<file path="src/rtl/sxl_pkg.sv">
package sxl_pkg;

    localparam int XLEN_DEF = 64;
    localparam int REGW_DEF = 5;
    localparam int SHW_DEF  = 2;

    typedef enum logic [1:0] {
        SZ_BYTE  = 2'd0,
        SZ_HALF  = 2'd1,
        SZ_WORD  = 2'd2,
        SZ_DWORD = 2'd3
    } size_e;

    // opcode layout, msb first: update, reverse, sign, size
    typedef struct packed {
        logic  upd;
        logic  rev;
        logic  sgn;
        size_e size;
    } lop_t;

    typedef enum logic [1:0] {
        ST_IDLE = 2'd0,
        ST_REQ  = 2'd1,
        ST_WAIT = 2'd2,
        ST_DONE = 2'd3
    } state_e;

    // true when the opcode is a member of the supported load family
    function automatic logic form_ok(lop_t op);
        if (op.sgn && (op.size == SZ_BYTE || op.size == SZ_DWORD))
            return 1'b0;
        if (op.rev && (op.size == SZ_BYTE || op.sgn || op.upd))
            return 1'b0;
        return 1'b1;
    endfunction

endpackage

</file>
<file path="src/rtl/sxl_agen.sv">
module sxl_agen
    import sxl_pkg::*;
#(
    parameter int XLEN = XLEN_DEF,
    parameter int REGW = REGW_DEF,
    parameter int SHW  = SHW_DEF
) (
    input  lop_t             op,
    input  logic [REGW-1:0]  dst,
    input  logic [REGW-1:0]  base,
    input  logic [SHW-1:0]   sh,
    input  logic [XLEN-1:0]  base_val,
    input  logic [XLEN-1:0]  index_val,
    output logic [XLEN-1:0]  ea,
    output logic             bad_form
);
    // one extra bit so that sh+1 never wraps
    localparam int AMTW = SHW + 1;

    logic [AMTW-1:0] amt;
    logic [XLEN-1:0] base_eff;
    logic            base_zero;

    always_comb begin
        base_zero = (base == '0);
        amt       = {1'b0, sh} + AMTW'(1);
        base_eff  = (!op.upd && base_zero) ? '0 : base_val;
        ea        = base_eff + (index_val << amt);
        bad_form  = !form_ok(op) || (op.upd && (base_zero || base == dst));
    end

endmodule

</file>
<file path="src/rtl/sxl_fmt.sv">
module sxl_fmt
    import sxl_pkg::*;
#(
    parameter int XLEN = XLEN_DEF
) (
    input  size_e            size,
    input  logic             sgn,
    input  logic             rev,
    input  logic [XLEN-1:0]  raw,
    output logic [XLEN-1:0]  result
);
    localparam int NB = XLEN / 8;

    int   nbytes;
    logic msb;
    logic [XLEN-1:0] lanes;

    // byte lanes: straight or mirrored within the accessed width
    always_comb begin
        nbytes = 1 << size;
        lanes  = '0;
        for (int i = 0; i < NB; i++) begin
            if (i < nbytes) begin
                if (rev)
                    lanes[i*8 +: 8] = raw[(nbytes-1-i)*8 +: 8];
                else
                    lanes[i*8 +: 8] = raw[i*8 +: 8];
            end
        end
        msb = lanes[nbytes*8-1];
    end

    // upper fill: zero or copies of the datum msb
    for (genvar g = 0; g < XLEN; g++) begin : g_fill
        always_comb begin
            if (g < nbytes*8)
                result[g] = lanes[g];
            else
                result[g] = sgn & msb;
        end
    end

endmodule

</file>
<file path="src/rtl/sxl_ctrl.sv">
module sxl_ctrl
    import sxl_pkg::*;
(
    input  logic   clk,
    input  logic   rst,
    input  logic   issue_valid,
    input  logic   bad_form,
    input  logic   mem_req_ready,
    input  logic   mem_rsp_valid,
    output logic   issue_ready,
    output logic   accept,
    output logic   capture,
    output logic   req_valid,
    output logic   done,
    output logic   bad_q
);
    state_e state;

    always_comb begin
        issue_ready = (state == ST_IDLE);
        accept      = issue_ready && issue_valid;
        req_valid   = (state == ST_REQ);
        capture     = (state == ST_WAIT) && mem_rsp_valid;
        done        = (state == ST_DONE);
    end

    always_ff @(posedge clk) begin
        if (rst) begin
            state <= ST_IDLE;
            bad_q <= 1'b0;
        end else begin
            case (state)
                ST_IDLE: if (issue_valid) begin
                    bad_q <= bad_form;
                    state <= bad_form ? ST_DONE : ST_REQ;
                end
                ST_REQ:  if (mem_req_ready) state <= ST_WAIT;
                ST_WAIT: if (mem_rsp_valid) state <= ST_DONE;
                default: state <= ST_IDLE;
            endcase
        end
    end

    AST_DONE_PULSE: assert property (@(posedge clk) disable iff (rst)
        done |=> !done) else $error("done held");

    AST_NO_REQ_BAD: assert property (@(posedge clk) disable iff (rst)
        (accept && bad_form) |=> !req_valid) else $error("request on bad form");

endmodule

</file>
<file path="src/rtl/sxl_load_unit.sv">
module sxl_load_unit
    import sxl_pkg::*;
#(
    parameter int XLEN = XLEN_DEF,
    parameter int REGW = REGW_DEF,
    parameter int SHW  = SHW_DEF
) (
    input  logic             clk,
    input  logic             rst,
    input  logic             issue_valid,
    output logic             issue_ready,
    input  logic [4:0]       issue_op,
    input  logic [REGW-1:0]  issue_dst,
    input  logic [REGW-1:0]  issue_base,
    input  logic [SHW-1:0]   issue_sh,
    input  logic [XLEN-1:0]  issue_base_val,
    input  logic [XLEN-1:0]  issue_index_val,
    output logic             mem_req_valid,
    input  logic             mem_req_ready,
    output logic [XLEN-1:0]  mem_req_addr,
    output logic [1:0]       mem_req_size,
    input  logic             mem_rsp_valid,
    input  logic [XLEN-1:0]  mem_rsp_data,
    output logic             done,
    output logic             invalid,
    output logic             wb_dst_en,
    output logic [REGW-1:0]  wb_dst_num,
    output logic [XLEN-1:0]  wb_dst_val,
    output logic             wb_base_en,
    output logic [REGW-1:0]  wb_base_num,
    output logic [XLEN-1:0]  wb_base_val
);
    lop_t            op_in, op_q;
    logic [REGW-1:0] dst_q, base_q;
    logic [XLEN-1:0] ea, ea_q, fmt_val, res_q;
    logic            bad_form, bad_q, accept, capture;

    assign op_in = lop_t'(issue_op);

    sxl_agen #(.XLEN(XLEN), .REGW(REGW), .SHW(SHW)) agen_i (
        .op(op_in), .dst(issue_dst), .base(issue_base), .sh(issue_sh),
        .base_val(issue_base_val), .index_val(issue_index_val),
        .ea(ea), .bad_form(bad_form)
    );

    sxl_ctrl ctrl_i (
        .clk(clk), .rst(rst), .issue_valid(issue_valid), .bad_form(bad_form),
        .mem_req_ready(mem_req_ready), .mem_rsp_valid(mem_rsp_valid),
        .issue_ready(issue_ready), .accept(accept), .capture(capture),
        .req_valid(mem_req_valid), .done(done), .bad_q(bad_q)
    );

    sxl_fmt #(.XLEN(XLEN)) fmt_i (
        .size(op_q.size), .sgn(op_q.sgn), .rev(op_q.rev),
        .raw(mem_rsp_data), .result(fmt_val)
    );

    always_ff @(posedge clk) begin
        if (rst) begin
            op_q   <= '0;
            dst_q  <= '0;
            base_q <= '0;
            ea_q   <= '0;
            res_q  <= '0;
        end else begin
            if (accept) begin
                op_q   <= op_in;
                dst_q  <= issue_dst;
                base_q <= issue_base;
                ea_q   <= ea;
            end
            if (capture)
                res_q <= fmt_val;
        end
    end

    always_comb begin
        mem_req_addr = ea_q;
        mem_req_size = op_q.size;
        invalid      = done && bad_q;
        wb_dst_en    = done && !bad_q;
        wb_base_en   = done && !bad_q && op_q.upd;
        wb_dst_num   = dst_q;
        wb_dst_val   = res_q;
        wb_base_num  = base_q;
        wb_base_val  = ea_q;
    end

    // address last handed over on the request channel
    logic [XLEN-1:0] sent_addr;
    always_ff @(posedge clk) begin
        if (rst)
            sent_addr <= '0;
        else if (mem_req_valid && mem_req_ready)
            sent_addr <= mem_req_addr;
    end

    AST_REQ_HOLD: assert property (@(posedge clk) disable iff (rst)
        (mem_req_valid && !mem_req_ready) |=>
            (mem_req_valid && $stable(mem_req_addr) && $stable(mem_req_size)))
        else $error("request dropped");

    AST_ONE_OUTSTANDING: assert property (@(posedge clk) disable iff (rst)
        issue_ready |-> !mem_req_valid) else $error("overlap");

    AST_INVALID_NO_WB: assert property (@(posedge clk) disable iff (rst)
        invalid |-> (!wb_dst_en && !wb_base_en)) else $error("wb on invalid");

    AST_BASE_WB_ADDR: assert property (@(posedge clk) disable iff (rst)
        wb_base_en |-> (wb_base_val == sent_addr && wb_dst_en))
        else $error("base wb mismatch");

    AST_INVALID_WITH_DONE: assert property (@(posedge clk) disable iff (rst)
        invalid |-> done) else $error("stray invalid");

endmodule

</file>
<file path="config.mk">
export PLATFORM = sky130hd
export DESIGN_NAME = sxl_load_unit
export DESIGN_NICKNAME = d
export VERILOG_FILES = /design/src/rtl/sxl_pkg.sv /design/src/rtl/sxl_agen.sv /design/src/rtl/sxl_fmt.sv /design/src/rtl/sxl_ctrl.sv /design/src/rtl/sxl_load_unit.sv
export SDC_FILE = /design/constraint.sdc
export NUM_CORES = 1
export LEC_CHECK = 0
export BUFFER_PORTS_ARGS = -buffer_cell sky130_fd_sc_hd__buf_2
export CORE_MARGIN = 4
export CORE_UTILIZATION = 55
export DETAILED_ROUTE_END_ITERATION = 10
export PLACE_DENSITY = 0.83
export REMOVE_ABC_BUFFERS = 1
export SLEW_MARGIN = 25
export SYNTH_ARGS = -nofsm -noshare
export SYNTH_HDL_FRONTEND = slang
export SYNTH_HIERARCHICAL = 1
export SYNTH_SLANG_ARGS = --single-unit
export TNS_END_PERCENT = 10
</file>
<file path="constraint.sdc">
create_clock -name clk -period 5.04 [get_ports clk]
set_input_delay 0.252 -clock clk [delete_from_list [all_inputs] [get_ports clk]]
set_output_delay 0.252 -clock clk [all_outputs]
set_load 0.005 [all_outputs]
</file>
==> impl_results.md <==
- Status: complete, no violations
- Port-buffer cells: between 400 and 500
- Post-CTS setup buffers: 0
- Setup Viol. Count Final: 0
- Most area-consuming cells after synthesis: sky130_fd_sc_hd__dfxtp_1, sky130_fd_sc_hd__mux4_2, sky130_fd_sc_hd__mux2i_1, sky130_fd_sc_hd__ha_1, sky130_fd_sc_hd__nor2_1
- Peak supply drop: 0.226 mV
- R2R Setup Slk: about 0.38 ns
- Leakage Power: 8.19 nW
- Overall die width: 180 um
- Num CTS Buffers: 17
- Largest incremental delay on the critical path: a little over 0.8 ns
- Crit. End Element: flop
- Count of hold buffers inserted by post-cts repair: 0
- Iteration-0 DRC count of the detailed router: 1546
- Power density over cell area: 356 nW/um^2
- Final Hold Slack: 0.0854 ns
- Via density per instance: 6.44
- Final non-filler cell total: 2490
- Largest fanout of any net on the critical path: 48
- Instance count after placement with tap cells included: 2456
- Synthesized area: 16300 sq um
- Period minus WS final: 4.66 ns
- Relative slew slack: 32.7%
- Worst hold path stage count: 3
- TritonCTS clock tree: built
- Average instance area after synthesis: a little under 9 sq um
- Portion of total power attributed to combinational logic: a little under three fifths
- Final Hold Viols: 0
- Total via count after detailed routing: between 15000 and 20000
- Post-route setup slack: 0.377 ns
- Net switching component of the power: roughly 2.8 mW
- Total placed instance area: 17900 sq um
- Area share of the leading cell type in the synthesized netlist: 18.0%
- Hold crit path type: in -> reg
- Worst Path Buf+Inv: 3
- Sequential power share: 22.9%
- Sequential area share after synthesis: 18.0%
- Worst clock skew on the final layout: 0.0177 ns
- Number of levels the H-tree was split into: 4
- Share of post-route cells with drive strength above 1: 34.0%
- Family with the most delay on the worst path: adder cells
- Largest net degree at the start of global routing: 89
- Area of the placeable core: 28900 sq um
- Library cell contributing the largest single delay on the critical path: sky130_fd_sc_hd__ha_1
- Post-Route WL: approximately 56000 um
- Peak clock frequency supported by timing: between 200 and 250 MHz
- Final instance area: 18500 sq um
- Total overflow reported by the global router: 0
- Vert. Die Dim: 180 um
- Gp weighted congestion: 1.01
- DR WL/cell: 22.5 um
- Worst hold path startpoint: issue_op[0]
- Final count of pins violating max slew: 0
- Cell count of the worst reg-to-reg path: 13
- Worst path arrival time: approximately 4.9 ns
- Root Buffer Master: sky130_fd_sc_hd__clkbuf_16
- First-pass GRT wire length: 86600 um
- Count of unique library cells instantiated by Yosys: 88
- Kind of start point of the critical path: flop
- Synthesized instance count: 1824
- Count of fill cells added during filler insertion: 2470
- Number of global-route vias before repair: ~16000
- Final standard cell utilization of the core: a little under two thirds
- Standard-cell rows: 62
- Setup CP Type: reg -> reg
- Setup_tns: 0 ns
- All-Layer GR Usage: 32.8%
- Total power: 6.60 mW
- Path length in cells of the critical path: 13
- Effective utilization at floorplan: 56.2%
- HPWL after detailed placement: 43000 um
- Number of antenna violations at the first check in global routing: 8
- Worst-path cell chain: inv_1 > ha_1 > inv_1 > ha_1 > nand2_1 > o2111ai_1 > o221a_2 > o221ai_1 > o21ai_2 > buf_4 > a31oi_1 > mux2i_1 > nor2_1
- Length of the first detailed-routing pass in iterations: 5
- Count leader, synth: sky130_fd_sc_hd__nor2_1
- Net count, final: roughly 2400
- Synth top cells by count: sky130_fd_sc_hd__nor2_1, sky130_fd_sc_hd__mux2i_1, sky130_fd_sc_hd__dfxtp_1
- Clock-pin slew on the worst setup and hold paths: 0.06 ns
- Capture instance of the worst register-to-register path: wb_dst_val[27]
- Worst EP required: 5.31 ns
- Worst slack after detailed placement: 0.361 ns
- Unrepaired setup endpoints after global routing: false
- Number of I/O pins: 424
- Layout Area Growth over Synthesis: 13.8%
- Most frequently used flop master after synthesis: sky130_fd_sc_hd__dfxtp_1
- Post-route antenna net violation count: 0
- Transition time at the pin with the least slew margin: roughly 1.0 ns
- DRC errors left: 0
- Count of synthesis-stage warnings from yosys: 6
- Switching fraction of total power: 42.2%
- Cell taking the most area after synthesis: sky130_fd_sc_hd__dfxtp_1
- Source of the worst register-to-register timing path: mem_req_size[0]
- Later-pin clock latency in the skew report: ~0.44 ns
- Worst min-delay path endpoint: mem_req_size[0]
- Maximum count of clock buffers along a single path: 2
- Share of the clock period used by the worst path after layout: between 90% and 100%
- Post-cts sizing count: 0
- Number of maximum-capacitance constraint violations: 0
- Post-synthesis sequential element count: 146
- Clock sinks: 146
- Die ar.: between 30000 and 40000 sq um
- Internal cell power: 3.81 mW
- Async SR Flop Fraction: 0%
- Clk pwr share: 19.9%
- Post-synth EDFFs: 0
==> sequential cells by signal (all words and copies together) (netlist names) <==
signal and count:
ctrl_i/state 2, mem_req_size 2, wb_dst_num 5, wb_base_num 5, ctrl_i/bad_q 1, wb_dst_val 64, mem_req_addr 64, op_q 3
==> worst max path at each step <==
stage               startpoint          endpoint  slack [ns]
4_1_cts        mem_req_size[1]    wb_dst_val[62]        0.54
6_report       mem_req_size[0]    wb_dst_val[27]        0.38
2_1_floorplan  mem_req_size[1]    wb_dst_val[10]       -3.57
5_1_grt        mem_req_size[1]    wb_dst_val[27]        0.22
3_3_place_gp     issue_base[1]  mem_req_addr[63]        0.43
3_5_place_dp     issue_base[1]  mem_req_addr[62]        0.36
==> per-layer routing <==
metal	track usage [%]	share of wire [%]	vias up
met1	40.7	37	7520
met5	0	0.13	-
met4	14.1	5.0	10
li1	-	-	7178
met3	6.97	10	213
met2	55.4	48	1119
==> worst reg2reg max path: stages, from the launching register on <==
cell,delay [ns]
sky130_fd_sc_hd__dfxtp_1,0.48
sky130_fd_sc_hd__inv_1,0.18
sky130_fd_sc_hd__ha_1,0.48
sky130_fd_sc_hd__inv_1,0.26
sky130_fd_sc_hd__ha_1,0.83
sky130_fd_sc_hd__nand2_1,0.27
sky130_fd_sc_hd__o2111ai_1,0.24
sky130_fd_sc_hd__o221a_2,0.24
sky130_fd_sc_hd__o221ai_1,0.30
sky130_fd_sc_hd__o21ai_2,0.24
sky130_fd_sc_hd__buf_4,0.47
sky130_fd_sc_hd__a31oi_1,0.25
sky130_fd_sc_hd__mux2i_1,0.22
sky130_fd_sc_hd__nor2_1,0.07
==> final cells by class <==
class                   instances  area (sq um)  share of cell area [%]
diodes                          2          5.00                  0.0270
clock buffers                  20           457                    2.47
clock inverters                12           134                   0.723
inverters                      38           143                   0.770
multi-input cells            1437         12000                    64.9
flip-flops and latches        146          2920                    15.8
well taps                     384           480                    2.60
repair buffers                451          2350                    12.7
==> kinds of logic (layout without fill, tap and decap cells) <==
logic type	Yosys count	after routing	share of synthesized area, %
AND/OR/NAND/NOR	528	528	15.3
AO/OA/AOI/OAI	384	384	16.0
multiplexers	374	374	32.3
buffers and inverters	241	521	8.38
flip-flops	146	146	18.0
adder cells (fa/ha/maj)	84	84	6.51
XOR/XNOR	67	67	3.61
other	0	2	0
==> power by group through the flow <==
stage               Combinational, mW  Sequential (mW)  Clock [mW]
finish                           3.77             1.51        1.31
global route                     4.06             1.54        1.38
global placement                 3.66             1.53           0
floorplan                        2.64             1.54           0
detailed placement               3.71             1.53           0
CTS                              3.73             1.51        1.33
==> placed cells by master, fill, tap and decap left out, types with 4 or more instances in the layout <==
cell type and instances:
sky130_fd_sc_hd__a21oi_2 6, sky130_fd_sc_hd__mux2_2 62, sky130_fd_sc_hd__a221o_1 7, sky130_fd_sc_hd__o21bai_1 27, sky130_fd_sc_hd__xor2_1 23, sky130_fd_sc_hd__a211oi_1 12, sky130_fd_sc_hd__mux4_2 114, sky130_fd_sc_hd__nand3_1 18
sky130_fd_sc_hd__o211ai_1 23, sky130_fd_sc_hd__buf_4 27, sky130_fd_sc_hd__inv_1 34, sky130_fd_sc_hd__nor3_1 19, sky130_fd_sc_hd__a221oi_1 8, sky130_fd_sc_hd__a22oi_1 8, sky130_fd_sc_hd__nor2_1 222, sky130_fd_sc_hd__o221ai_1 4
sky130_fd_sc_hd__a21oi_1 99, sky130_fd_sc_hd__nand2b_1 6, sky130_fd_sc_hd__clkinvlp_4 5, sky130_fd_sc_hd__and3_1 10, sky130_fd_sc_hd__a21o_1 24, sky130_fd_sc_hd__a211oi_2 6, sky130_fd_sc_hd__dfxtp_1 145, sky130_fd_sc_hd__xnor2_1 44
sky130_fd_sc_hd__nand2_1 114, sky130_fd_sc_hd__o21ai_1 11, sky130_fd_sc_hd__a31oi_1 21, sky130_fd_sc_hd__and2_1 7, sky130_fd_sc_hd__ha_1 80, sky130_fd_sc_hd__o21ai_2 13, sky130_fd_sc_hd__nor2b_1 82, sky130_fd_sc_hd__o21ai_0 76
sky130_fd_sc_hd__mux2i_1 197, sky130_fd_sc_hd__o21a_1 4, sky130_fd_sc_hd__nand4_1 22, sky130_fd_sc_hd__clkbuf_16 17, sky130_fd_sc_hd__buf_2 422
Note: power is estimated with default switching activity, not from simulation.
